## config.mk

```make
export PLATFORM = sky130hd
export DESIGN_NAME = fabric_io_cell
export DESIGN_NICKNAME = d
export VERILOG_FILES = /design/src/rtl/io_cell_pkg.sv /design/src/rtl/io_cfg_bit.sv /design/src/rtl/io_dir_ctrl.sv /design/src/rtl/io_path_gate.sv /design/src/rtl/fabric_io_cell.sv
export SDC_FILE = /design/constraint.sdc
export NUM_CORES = 1
export LEC_CHECK = 0
export ABC_AREA = 1
export BUFFER_PORTS_ARGS = -buffer_cell sky130_fd_sc_hd__buf_2
export CORE_AREA = 2 2 39 41
export CTS_BUF_LIST = sky130_fd_sc_hd__clkbuf_8
export DETAILED_ROUTE_END_ITERATION = 7
export DIE_AREA = 0 0 41 43
export PLACE_DENSITY = 0.54
export SYNTH_ARGS = -nofsm -noshare
export SYNTH_HDL_FRONTEND = slang
export SYNTH_SLANG_ARGS = --single-unit
```

## constraint.sdc

```tcl
create_clock -name cfg_clk_i -period 0.9 [get_ports cfg_clk_i]
set_clock_uncertainty 0.05 [all_clocks]
set_input_delay 0.09 -clock cfg_clk_i [delete_from_list [all_inputs] [get_ports cfg_clk_i]]
set_output_delay 0.09 -clock cfg_clk_i [all_outputs]
set_load 0.01 [all_outputs]
```

## src/rtl/io_cell_pkg.sv

```systemverilog
package io_cell_pkg;
  typedef enum logic {
    DIR_DRIVE   = 1'b0,
    DIR_RECEIVE = 1'b1
  } dir_e;

  localparam dir_e DIR_RESET = DIR_RECEIVE;
endpackage

```

## src/rtl/io_cfg_bit.sv

```systemverilog
module io_cfg_bit
  import io_cell_pkg::*;
(
  input  logic cfg_clk_i,
  input  logic rst_ni,
  input  logic cfg_en_i,
  input  logic cfg_sdi_i,
  output dir_e dir_o,
  output logic cfg_sdo_o
);
  dir_e dir_q;

  always_ff @(posedge cfg_clk_i or negedge rst_ni) begin
    if (!rst_ni)       dir_q <= DIR_RESET;
    else if (cfg_en_i) dir_q <= dir_e'(cfg_sdi_i);
  end

  assign dir_o     = dir_q;
  assign cfg_sdo_o = dir_q;

  assert_shift_R2: assert property (@(posedge cfg_clk_i) disable iff (!rst_ni)
    cfg_en_i |=> cfg_sdo_o == $past(cfg_sdi_i));
  assert_hold_R3: assert property (@(posedge cfg_clk_i) disable iff (!rst_ni)
    !cfg_en_i |=> $stable(cfg_sdo_o));
endmodule

```

## src/rtl/io_dir_ctrl.sv

```systemverilog
module io_dir_ctrl
  import io_cell_pkg::*;
(
  input  dir_e dir_i,
  input  logic iso_ni,
  output logic drive_o
);
  // isolation wins over the stored direction
  always_comb begin
    drive_o = 1'b0;
    if (iso_ni && dir_i == DIR_DRIVE) drive_o = 1'b1;
  end
endmodule

```

## src/rtl/io_path_gate.sv

```systemverilog
module io_path_gate #(
  parameter int DATA_W = 8
) (
  input  logic              drive_i,
  input  logic [DATA_W-1:0] fab_out_i,
  input  logic [DATA_W-1:0] pad_in_i,
  output logic [DATA_W-1:0] pad_out_o,
  output logic [DATA_W-1:0] fab_in_o
);
  for (genvar g = 0; g < DATA_W; g++) begin : g_lane
    assign pad_out_o[g] = fab_out_i[g] & drive_i;
    assign fab_in_o[g]  = pad_in_i[g] & ~drive_i;
  end
endmodule

```

## src/rtl/fabric_io_cell.sv

```systemverilog
module fabric_io_cell
  import io_cell_pkg::*;
#(
  parameter int DATA_W = 8
) (
  input  logic              cfg_clk_i,
  input  logic              rst_ni,
  input  logic              cfg_en_i,
  input  logic              cfg_sdi_i,
  output logic              cfg_sdo_o,
  input  logic              iso_ni,
  input  logic [DATA_W-1:0] fab_out_i,
  output logic [DATA_W-1:0] fab_in_o,
  output logic [DATA_W-1:0] pad_out_o,
  output logic              pad_oe_o,
  input  logic [DATA_W-1:0] pad_in_i
);
  dir_e dir;
  logic drive;

  io_cfg_bit u_cfg (
    .cfg_clk_i (cfg_clk_i),
    .rst_ni    (rst_ni),
    .cfg_en_i  (cfg_en_i),
    .cfg_sdi_i (cfg_sdi_i),
    .dir_o     (dir),
    .cfg_sdo_o (cfg_sdo_o)
  );

  io_dir_ctrl u_dir (
    .dir_i   (dir),
    .iso_ni  (iso_ni),
    .drive_o (drive)
  );

  io_path_gate #(.DATA_W(DATA_W)) u_gate (
    .drive_i   (drive),
    .fab_out_i (fab_out_i),
    .pad_in_i  (pad_in_i),
    .pad_out_o (pad_out_o),
    .fab_in_o  (fab_in_o)
  );

  assign pad_oe_o = drive;

  assert_iso_receive_R6: assert property (@(posedge cfg_clk_i) disable iff (!rst_ni)
    !iso_ni |-> !pad_oe_o && pad_out_o == '0);
  assert_quiet_pad_R4: assert property (@(posedge cfg_clk_i) disable iff (!rst_ni)
    !pad_oe_o |-> pad_out_o == '0 && fab_in_o == pad_in_i);
  assert_quiet_fab_R5: assert property (@(posedge cfg_clk_i) disable iff (!rst_ni)
    pad_oe_o |-> fab_in_o == '0 && pad_out_o == fab_out_i);
  assert_oe_follows_bit_R7: assert property (@(posedge cfg_clk_i) disable iff (!rst_ni)
    iso_ni |-> pad_oe_o == !cfg_sdo_o);
endmodule

```

; Word-level counts from Yosys, hierarchy flattened
; Cells that the tools add are included.
[classes]
n_mux = 1
reduce_logical = 1
n_bitwise = 18
[ops]
columns = cell, count
row1 = bitwise AND 1 bit, 16
row2 = inverter 1 bit, 2
row3 = logical AND 1 bit, 1
row4 = 2-to-1 mux 1 bit, 1
[totals]
word_cells = 21
inputBits = 21
output_inout_bits = 18
ff_bits = 1

; Depth between registers and ports, before layout
[logic_depth]
word_depth = 5
depth_mapped = 3
depth_no_buf = 3

; Modules after synthesis
; A second synthesis with hierarchy kept.
[unflattened]
hier_cells = 42
area_unflattened_um2 = 206.4
[modules_own_cells]
columns = module, cells_per_inst, n_inst, area_each_um2
row1 = io_path_gate, 34, 1, 147.6
row2 = io_cfg_bit, 6, 1, 48.8
row3 = io_dir_ctrl, 2, 1, 10.0

; Worst setup path after synthesis
; Ideal clock, no wire load.
[synth_timing]
path_kind = flip-flop to output port
from = register u_cfg.dir_q, in the netlist u_cfg.cfg_sdo_o
to = output port fab_in_o[0]
arrival_ps = 852
n_path_buf = 0
setup_slack_ps = -92
stages_incl_launch_ff = 3
cell_sequence = dfstp_2 inv_4 a21oi_1
[synth_via]
elab_chain_cells = 5
[synth_lines]
columns = item, line
row1 = from (decl), io_cfg_bit.sv:11  ; dir_e dir_q;
row2 = from (signal assigned), io_cfg_bit.sv:15  ; else if (cfg_en_i) dir_q <= dir_e'(cfg_sdi_i);
row3 = inverter 1 bit, io_dir_ctrl.sv:11  ; if (iso_ni && dir_i == DIR_DRIVE) drive_o = 1'b1;
row4 = logical AND 1 bit, io_dir_ctrl.sv:11
row5 = 2-to-1 mux 1 bit, io_dir_ctrl.sv:11
row6 = inverter 1 bit, io_path_gate.sv:12  ; assign fab_in_o[g] = pad_in_i[g] & ~drive_i;
row7 = bitwise AND 1 bit, io_path_gate.sv:12
row8 = to (decl), fabric_io_cell.sv:13  ; output logic [DATA_W-1:0] fab_in_o,
; No other way between the ends.

; Worst setup path after layout
[layout_timing]
from = register u_cfg.dir_q, in the netlist u_cfg.cfg_sdo_o
to = output port pad_out_o[5]
[layout_via]
elab_chain_cells = 4
[layout_lines]
columns = item, line
row1 = inverter 1 bit, io_dir_ctrl.sv:11
row2 = logical AND 1 bit, io_dir_ctrl.sv:11
row3 = 2-to-1 mux 1 bit, io_dir_ctrl.sv:11
row4 = bitwise AND 1 bit, io_path_gate.sv:11  ; assign pad_out_o[g] = fab_out_i[g] & drive_i;
row5 = to (decl), fabric_io_cell.sv:14  ; output logic [DATA_W-1:0] pad_out_o,
; No other way between the ends.

==> key figures <==
Routing
  • Initial DRC count: 3
  • ANT nets after route: 0
  • First-pass DRT Iterations: 4
  • Residual DRC count: 0
  • Final wirelength: slightly below 700 um
  • Routed via count: roughly 340
  • Vias/cell: 3.61
  • WL/cell: a little over 7 um

STA
  • Hold WS: ~0.22 ns
  • Final period util: 1.14
  • Max Slew Vio Count: 0
  • Final hold vios: 0
  • Endpoints failing setup: 18
  • Max transition margin: 0.731
  • Final worst slack: -0.129 ns
  • Crit path time final: between 1 and 1.5 ns
  • RSZ-0062 raised after global routing: yes
  • Worst Max-Slew Pin Slew: between 0.4 and 0.5 ns
  • Max frequency: 0.972 GHz

Critical path
  • CP endpoint kind: primary output
  • Reg-to-reg critical path startpoint: u_cfg.cfg_sdo_o
  • Delay-heaviest family, CP: flip-flops
  • Reg-to-reg setup timing slack: -0.01 ns
  • Slowest cell on crit path: dfstp_2
  • Arrival time worst endpoint: approximately 0.9 ns
  • Worst Path Max Fanout: 11
  • Worst Reg-to-Reg Cells: 2
  • Buffers & Inverters on Critical Path: 2
  • Crit start category: flip-flop
  • Worst stage delay on the critical path: 0.54 ns
  • Critical path cell sequence: inv_6 -> nand2_8 -> nor2_2 -> buf_2
  • Reg2reg end: u_cfg.cfg_sdo_o
  • Setup CP Type: reg2out
  • Required @ worst endpoint: 0.76 ns

Logic synthesis
  • Netlist cell types: 10
  • Syn_area_per_cell: 5.94 sq um
  • Synth Instances: 39
  • #FFs+latches synth: 1
  • YS warnings: 0
  • Cell area after synthesis: roughly 230 sq um
  • Post-synthesis sequential area ratio: 0.114
  • Mapped Nets: 60

Floorplanning
  • Die Wd: ~41 um
  • Io pins: 39
  • Total die area: approximately 1800 sq um
  • Die Span Y: between 40 and 50 um
  • Starting Density: 0.167
  • Core Footprint: ~1400 sq um
  • Std cell rows: 14

Layout
  • Seq. cell area: between 20 and 30 sq um
  • Final antenna diode count: 0
  • # fillers: around 160
  • Post-layout util: 0.356
  • Max reg flops: 1
  • Final Net Count: around 100
  • Area delta synth->final: 113%
  • Multi-input logic area: between 150 and 200 sq um
  • Share of layout cells above drive strength 1: 0.756

Power
  • P_int: ~0.16 mW
  • Peak supply drop: approximately 0.3 mV
  • Switching power: 0.145 mW
  • Switching share of power: 0.470
  • Clock share of power: 0
  • Lkg Pwr: 0.318 nW
  • Flop pwr share: 0.190
  • Logic pwr share: 0.810
  • Pwr/cell area: approximately 620 nW/um^2

Min path
  • Min-Delay Path Class: in2reg
  • Hold depth: 2
  • Hold path start: cfg_en_i
  • Hold endpoint: u_cfg.cfg_sdo_o

Place
  • Final HPWL DP: a little under 600 um
  • Port bufs: 38
  • Dpl ws: -0.156 ns
  • RD Place Congestion: slightly above 0.6

GRT
  • Initial antenna violation count: 0
  • Largest net degree at the start of global routing: 12
  • First-pass GRT wire length: slightly below 1000 um
  • GRT Resource Usage Total: 0.0731
  • Vias in the first global route: between 200 and 300
  • Grt ovf: 0

Status
  • Failing checks: setup timing
  • Outcome: finished, violations left

Run
  • Max_cap viols: 0

CTS
  • Clk slew on worst S/H paths: 0 ns
  • Clk_lat worst skew: 0 ns
==> how the worst max path moves through the flow <==
| stage | startpoint | endpoint | slack (ns) | cells past startpoint |
|---|---|---|---|---|
| global placement | u_cfg.cfg_sdo_o | pad_out_o[4] | -0.14 | 4 |
| global route | u_cfg.cfg_sdo_o | pad_out_o[5] | -0.17 | 4 |
| detailed placement | u_cfg.cfg_sdo_o | pad_out_o[4] | -0.16 | 4 |
| finish | u_cfg.cfg_sdo_o | pad_out_o[5] | -0.13 | 4 |
| floorplan | u_cfg.cfg_sdo_o | pad_out_o[1] | -0.06 | 3 |
| CTS | u_cfg.cfg_sdo_o | pad_out_o[4] | -0.14 | 4 |
==> placed cells by master (no fill, tap or decap) <==
cell,n
nand2_8,2
buf_2,38
dlygate4sd3_1,1
inv_2,1
dfstp_2,1
a21oi_2,8
inv_6,1
o21ai_0,1
nor2_2,7
nor2_4,1
inv_1,16
nand2_1,1
==> cells by family after synthesis <==
family,after synthesis,share of synthesized area
simple gates,10,0.341
flops,1,0.114
compound gates,9,0.195
buf+inv,19,0.351
==> final cells by class <==
| class | count | area share |
|---|---|---|
| Inverter | 18 | 0.147 |
| Multi-Input combinational cell | 20 | 0.353 |
| Sequential cell | 1 | 0.0533 |
| Tap cell | 16 | 0.0406 |
| Timing Repair Buffer | 39 | 0.406 |
==> repair_timing <==
item	CTS	global route
buffers inserted	0	0
gates resized for setup	1	0
gates cloned	1	0
hold buffers	1	0
endpoints found under the hold margin	1	0
endpoints found under the setup margin	18	18
==> per-stage QoR <==
step           TNS, ns  cell area [sq um]  instances  power [mW]
6_report         -2.10                493         94       0.307
5_1_grt          -2.71                493         94       0.335
4_1_cts          -2.21                493         94       0.312
3_5_place_dp     -2.24                463         92       0.293
3_3_place_gp     -2.07                463         92       0.291
2_1_floorplan    -1.03                264         39       0.198
==> power groups by stage <==
stage / logic, mW / clock network, mW / registers [mW]
6_report: 0.249 / 0 / 0.0583
3_3_place_gp: 0.233 / 0 / 0.0580
2_1_floorplan: 0.138 / 0 / 0.0607
4_1_cts: 0.254 / 0 / 0.0584
5_1_grt: 0.276 / 0 / 0.0588
3_5_place_dp: 0.235 / 0 / 0.0584
==> synthesized netlist by cell type, drive strengths merged <==
cell	instances	area [sq um]
nor2	8	55.1
dfstp	1	26.3
buf	1	11.3
o21ai	1	5.00
a21oi	8	40.0
nand2	2	23.8
inv	18	70.1
==> layer usage <==
metal / share of wire / track usage
met1: 0.38 / 0.0990
met2: 0.42 / 0.125
met3: 0.20 / 0.0105
met4: 0 / 0
met5: 0 / 0
No activity file was read; power rests on OpenSTA's default activity.
